==> src/rtl/ibank_pkg.sv <==
package ibank_pkg;

  typedef enum logic [1:0] {
    WM_NONE   = 2'd0,
    WM_OR     = 2'd1,
    WM_ANDN   = 2'd2,
    WM_DIRECT = 2'd3
  } wmode_e;

  localparam int unsigned MATCH_BITS = 29;

  // An address of zero marks an absent alias.
  function automatic logic alias_hit(input logic [MATCH_BITS-1:0] a,
                                     input logic [31:0] cfg);
    return (cfg != 32'd0) && (a == cfg[MATCH_BITS-1:0]);
  endfunction

endpackage

==> src/rtl/ibank_decode.sv <==
module ibank_decode
  import ibank_pkg::*;
#(
  parameter logic [31:0] SET_A = 32'd0,
  parameter logic [31:0] CLR_A = 32'd0
) (
  input  logic [MATCH_BITS-1:0] addr_low,
  output wmode_e                mode
);
  localparam bit HAS_SET = (SET_A != 32'd0);
  localparam bit HAS_CLR = (CLR_A != 32'd0);

  logic set_hit, clr_hit;
  assign set_hit = alias_hit(addr_low, SET_A);
  assign clr_hit = alias_hit(addr_low, CLR_A);

  generate
    if (HAS_SET && HAS_CLR) begin : g_dual
      always_comb begin
        if (set_hit)      mode = WM_OR;
        else if (clr_hit) mode = WM_ANDN;
        else              mode = WM_NONE;
      end
    end else begin : g_single
      always_comb mode = (set_hit || clr_hit) ? WM_DIRECT : WM_NONE;
    end
  endgenerate
endmodule

==> src/rtl/ibank_reg.sv <==
module ibank_reg
  import ibank_pkg::*;
#(
  parameter int unsigned REG_W = 16
) (
  input  logic             clk,
  input  logic             rst_n,
  input  logic             wr,
  input  wmode_e           mode,
  input  logic [REG_W-1:0] wdata,
  output logic [REG_W-1:0] q,
  output logic [REG_W-1:0] nxt,
  output logic             commit
);
  assign commit = wr && (mode != WM_NONE);

  always_comb begin
    unique case (mode)
      WM_OR:     nxt = q | wdata;
      WM_ANDN:   nxt = q & ~wdata;
      WM_DIRECT: nxt = wdata;
      default:   nxt = q;
    endcase
  end

  always_ff @(posedge clk) begin
    if (!rst_n)      q <= '0;
    else if (commit) q <= nxt;
  end

  // a set write only adds bits
  a_r2_set_keeps_old: assert property (@(posedge clk) disable iff (!rst_n)
    (wr && mode == WM_OR) |=> ((q & $past(q)) == $past(q)) && ((q & $past(wdata)) == $past(wdata)));
  // a clear write removes the named bits
  a_r3_clear_drops_bits: assert property (@(posedge clk) disable iff (!rst_n)
    (wr && mode == WM_ANDN) |=> ((q & $past(wdata)) == '0) && ((q | $past(q)) == $past(q)));
  // single-address registers take the data as written
  a_r4_direct_store: assert property (@(posedge clk) disable iff (!rst_n)
    (wr && mode == WM_DIRECT) |=> (q == $past(wdata)));
  // no write, no change
  a_r9_idle_holds: assert property (@(posedge clk) disable iff (!rst_n)
    !(wr && mode != WM_NONE) |=> $stable(q));
endmodule

==> src/rtl/ibank_fields.sv <==
module ibank_fields #(
  parameter int unsigned REG_W   = 16,
  parameter int unsigned FIELD_W = 1,
  localparam int unsigned NF     = REG_W / FIELD_W
) (
  input  logic             clk,
  input  logic             rst_n,
  input  logic             commit,
  input  logic [REG_W-1:0] old_v,
  input  logic [REG_W-1:0] new_v,
  output logic [NF-1:0]    en,
  output logic [NF-1:0]    dis
);
  generate
    for (genvar k = 0; k < NF; k++) begin : g_fld
      localparam int unsigned LSB = (NF - 1 - k) * FIELD_W;
      logic [FIELD_W-1:0] was, now;
      logic               moved;
      assign was   = old_v[LSB +: FIELD_W];
      assign now   = new_v[LSB +: FIELD_W];
      assign moved = commit && (was != now);
      assign en[k]  = moved && (now != '0);
      assign dis[k] = moved && (now == '0);
    end
  endgenerate

  // one field never reports both directions
  a_r8_no_dual_event: assert property (@(posedge clk) disable iff (!rst_n)
    (en & dis) == '0);
  // events only accompany a committed write
  a_r7_event_needs_commit: assert property (@(posedge clk) disable iff (!rst_n)
    ((en | dis) != '0) |-> commit);
endmodule

==> src/rtl/ibank_mask_bank.sv <==
module ibank_mask_bank
  import ibank_pkg::*;
#(
  parameter int unsigned NUM_REGS = 3,
  parameter int unsigned REG_W    = 16,
  parameter int unsigned NUM_SRC  = 22,
  parameter logic [NUM_REGS-1:0][31:0] SET_ADDR =
    {32'h0000_0000, 32'hA400_0010, 32'hA400_0040},
  parameter logic [NUM_REGS-1:0][31:0] CLR_ADDR =
    {32'hA400_0020, 32'h0000_0000, 32'hA400_0060},
  parameter logic [NUM_REGS-1:0][7:0]  FIELD_W  =
    {8'd8, 8'd4, 8'd1},
  parameter logic [NUM_REGS-1:0][15:0] SRC_BASE =
    {16'd20, 16'd16, 16'd0}
) (
  input  logic               clk,
  input  logic               rst_n,
  input  logic               bus_wr,
  input  logic [31:0]        bus_addr,
  input  logic [REG_W-1:0]   bus_wdata,
  output logic [REG_W-1:0]   bus_rdata,
  output logic [NUM_SRC-1:0] src_enable,
  output logic [NUM_SRC-1:0] src_disable
);
  logic unused_addr_hi;
  assign unused_addr_hi = ^bus_addr[31:MATCH_BITS];

  logic [NUM_REGS-1:0][REG_W-1:0]   q_all;
  logic [NUM_REGS-1:0]              hit_all;
  logic [NUM_REGS-1:0][NUM_SRC-1:0] en_all, dis_all;

  generate
    for (genvar r = 0; r < NUM_REGS; r++) begin : g_reg
      localparam int unsigned FW   = int'(FIELD_W[r]);
      localparam int unsigned NF   = REG_W / FW;
      localparam int unsigned BASE = int'(SRC_BASE[r]);

      wmode_e            mode;
      logic [REG_W-1:0]  q, nxt;
      logic              commit;
      logic [NF-1:0]     f_en, f_dis;

      ibank_decode #(.SET_A(SET_ADDR[r]), .CLR_A(CLR_ADDR[r])) u_dec (
        .addr_low (bus_addr[MATCH_BITS-1:0]),
        .mode     (mode)
      );

      ibank_reg #(.REG_W(REG_W)) u_reg (
        .clk    (clk),
        .rst_n  (rst_n),
        .wr     (bus_wr),
        .mode   (mode),
        .wdata  (bus_wdata),
        .q      (q),
        .nxt    (nxt),
        .commit (commit)
      );

      ibank_fields #(.REG_W(REG_W), .FIELD_W(FW)) u_fld (
        .clk    (clk),
        .rst_n  (rst_n),
        .commit (commit),
        .old_v  (q),
        .new_v  (nxt),
        .en     (f_en),
        .dis    (f_dis)
      );

      assign q_all[r]   = q;
      assign hit_all[r] = (mode != WM_NONE);

      for (genvar s = 0; s < NUM_SRC; s++) begin : g_map
        if (s >= BASE && s < BASE + NF) begin : g_on
          assign en_all[r][s]  = f_en[s - BASE];
          assign dis_all[r][s] = f_dis[s - BASE];
        end else begin : g_off
          assign en_all[r][s]  = 1'b0;
          assign dis_all[r][s] = 1'b0;
        end
      end
    end
  endgenerate

  always_comb begin
    src_enable  = '0;
    src_disable = '0;
    bus_rdata   = '0;
    for (int r = 0; r < NUM_REGS; r++) begin
      src_enable  = src_enable  | en_all[r];
      src_disable = src_disable | dis_all[r];
      if (hit_all[r]) bus_rdata = bus_rdata | q_all[r];
    end
  end

  // events appear only with a write strobe
  a_r10_events_need_write: assert property (@(posedge clk) disable iff (!rst_n)
    ((src_enable | src_disable) != '0) |-> bus_wr);
  // an unmatched address reads zero
  a_r10_miss_reads_zero: assert property (@(posedge clk) disable iff (!rst_n)
    (hit_all == '0) |-> (bus_rdata == '0));
  // a source never gets both pulses
  a_r8_src_exclusive: assert property (@(posedge clk) disable iff (!rst_n)
    (src_enable & src_disable) == '0);
endmodule

==> config.mk <==
export PLATFORM = sky130hd
export DESIGN_NAME = ibank_mask_bank
export DESIGN_NICKNAME = d
export VERILOG_FILES = /design/src/rtl/ibank_pkg.sv /design/src/rtl/ibank_decode.sv /design/src/rtl/ibank_reg.sv /design/src/rtl/ibank_fields.sv /design/src/rtl/ibank_mask_bank.sv
export SDC_FILE = /design/constraint.sdc
export NUM_CORES = 1
export LEC_CHECK = 0
export BUFFER_PORTS_ARGS = -buffer_cell sky130_fd_sc_hd__buf_2
export CAP_MARGIN = 20
export CORE_MARGIN = 8
export CORE_UTILIZATION = 52
export DETAILED_ROUTE_END_ITERATION = 10
export PLACE_DENSITY = 0.82
export SLEW_MARGIN = 40
export SYNTH_ARGS = -nofsm -noshare
export SYNTH_HDL_FRONTEND = slang
export SYNTH_SLANG_ARGS = --single-unit
==> constraint.sdc <==
create_clock -name clk -period 4.2 [get_ports clk]
set_input_delay 0.84 -clock clk [delete_from_list [all_inputs] [get_ports clk]]
set_output_delay 0.84 -clock clk [all_outputs]
set_load 0.1 [all_outputs]
==> results.ini <==
[critical_path]
path_depth=7
endpoint_kind=output pin
path_cells=buf_2 > or4b_1 > or4_1 > or4_4 > buf_12 > nor4b_4 > buf_12
path_buf_inv=3
path_common_cell=buf_12
cp_slowest_cell=or4b_1
ff2ff_path_depth=2
path_delay_family=simple AND/OR/NAND/NOR gates
max_stage_delay_ns=0.55
worstPathArrival_ns=3.25
path_max_fanout=32
worstPathRequired_ns=3.36
startpoint_type=input port
setup.worst_path.class=input port to output pin

[route]
vias_per_cell=6.65
wl_mm=13.0
wl_per_cell_um=22.3
vias=3869
drc=0
firstDrtPassIters=5
antenna_left=0
drt_iter0_drc=405

[sta]
tightest_slew_ns=0.719
relSlewSlack_pct=51.6
max_freq_mhz=245
holdWs_ns=0.498
clock_skew_ns=0
setup_viol=0
finalSetupTns_ns=0
rsz0062_at_grt=false
finalCriticalPeriod_ns=4.09
finalCritPeriodShare_pct=97.3
hold_viol=0
fin_ws_ns=0.113
report.final.slew_viol_count=0

[placement]
port_buffers=107
hpwl_mm=9.69
place_ws_ns=0.110
gp_congestion=0.953

[die]
die_width_um=97.0
die_y_um=97.0
fp-row-count=29
ios=111
coreArea_mm2=0.00635
die_area_mm2=0.00940
start_util_pct=53.7

[pwr]
power.leakage_nw=1.79
vdd_ir_drop_max_v=0.000144
p_int_mw=0.611
clockPowerShare_pct=33.6
power_switching_mw=0.239
power_frac_seq_pct=53.5
power_density_mw_per_mm2=164
totalPowerFinal_mw=0.850
swShare_pct=28.1
combinationalPowerShare_pct=12.9

[synth]
async_flop_share_pct=0
ys_warn_count=0
seq_area_frac_synth_pct=28.2
syn-num-nets=476
synth_top_area_cell=dfxtp_1
yosysTopAreaCellShare_pct=28.2
synth_area_leaders=dfxtp_1 (28%), mux2i_1 (14%), xnor2_1 (8.2%)
avgSynthCellArea_um2=8.02
netlist_instances=425
netlist_area_mm2=0.00341
synth_edf_count=0
yosys_register_bits=48
ys.flop_type=dfxtp_1
yosysUniqueCellTypes=32

[cells_and_area]
final_net_count=555
top_regs=g.u_reg.q (48)
drive_gt1_share_pct=36.4
regMostFlops=g.u_reg.q
area_growth_pct=52.4
antenna_cells=0
largest_register_ffs=48

[clocking]
cts-buffers-inserted=5
postCtsSetupBuffers=0
clock-sinks=48
ctsHtreeMaxLevel=2
clock-root-buffer=clkbuf_8
hold_buffers=0
ctsResizeCount=0
clockBufferDepth=2
worstSkewPairLatency_ns=0.31
clk_pin_slew_ns=0.09
cts_tree=built

[grt]
grt_max_degree=66
met1_usage_pct=29.6
antenna_found_initial=0
gr-total-overflow=0
gr-usage-met2_pct=45.2
met3_usage_pct=6.19
grt_pass1_wl_mm=20.8
top_usage_layer=met2
first_global_vias=3958
grt_usage_pct=26.3

[job]
maxCapViolations=0

[worst_hold_path]
worstHoldPathCells=2
hp-class=flip-flop to flip-flop

[status]
status=complete, no violations

==> metrics by stage <==
stage,util [%],area [um^2],instances
floorplan,-,3690,425
global placement,80.4,5110,574
detailed placement,80.4,5110,574
CTS,81.8,5190,582
global route,81.8,5190,582
finish,81.8,5190,582
==> worst paths after layout <==
check,slack [ns],startpoint,to
setup / recovery,0.11,bus_addr[4],src_enable[10]
hold / removal,0.50,g_reg[1].u_reg.q[7],g_reg[1].u_reg.q[7]
setup reg to reg,3.38,g_reg[0].u_reg.q[15],g_reg[0].u_reg.q[15]
hold reg to reg,0.50,g_reg[1].u_reg.q[7],g_reg[1].u_reg.q[7]
==> cell usage after synthesis (3+ instances only) <==
cell type  number
a221o_1        16
nor3_1          5
buf_2          12
inv_1          19
nand2_1        66
xnor2_1        32
nand3_1        16
nand4_1        29
or2_2           3
nor4b_2        14
clkbuf_1       36
nor4b_1         3
or4_1           4
nor4_1         28
mux2i_1        48
dfxtp_1        48
a21oi_1         3
nor2_1         23
==> layout by cell type, fill, tap and decap left out, drive strengths merged, types with 17 or more instances in the layout <==
cell type and instances:
buf 123, nand2 66, mux2i 48, dfxtp 48
xnor2 32, nand4 29, nor4 29, nor2 23
inv 19, nor4b 17
==> power groups by stage <==
stage,Clock (mW),Combinational [mW],Sequential (mW)
after detailed placement,0,0.105,0.465
after floorplan,0,0.0684,0.465
after global routing,0.303,0.115,0.455
final,0.285,0.110,0.455
after global placement,0,0.0999,0.465
after CTS,0.286,0.106,0.455
==> routing by layer <==
layer	up-vias	wire [um]
met5	-	0
met4	0	541
met3	61	1190
met2	263	6600
met1	1867	4630
li1	1678	-
==> cells by family (layout without fill, tap and decap cells) <==
family,Yosys count,in the layout,synth area share (%)
AOI/OAI and AO/OA,25,25,6.61
muxes,48,48,14.1
xor gates and xnor gates,32,32,8.22
buffers and inverters,70,150,8.37
DFF,48,48,28.2
and+or+nand+nor,202,202,34.5
==> worst reg2reg max path: cells and delay by family (launching register included) <==
family	cells	cell delay (ns)
and+or+nand+nor	1	0.10
muxes	1	0.17
DFF	1	0.47
==> layout make-up <==
cell class                      count  area (um^2)
Clock buffer                        5         68.8
Clock inverter                      3         18.8
Fill cell                         332         1150
Inverter                           19         71.3
Multi-Input combinational cell    307         2440
Sequential cell                    48          961
Tap cell                           77         96.3
Timing Repair Buffer              123         1540
(Power assumes the default switching activity.)
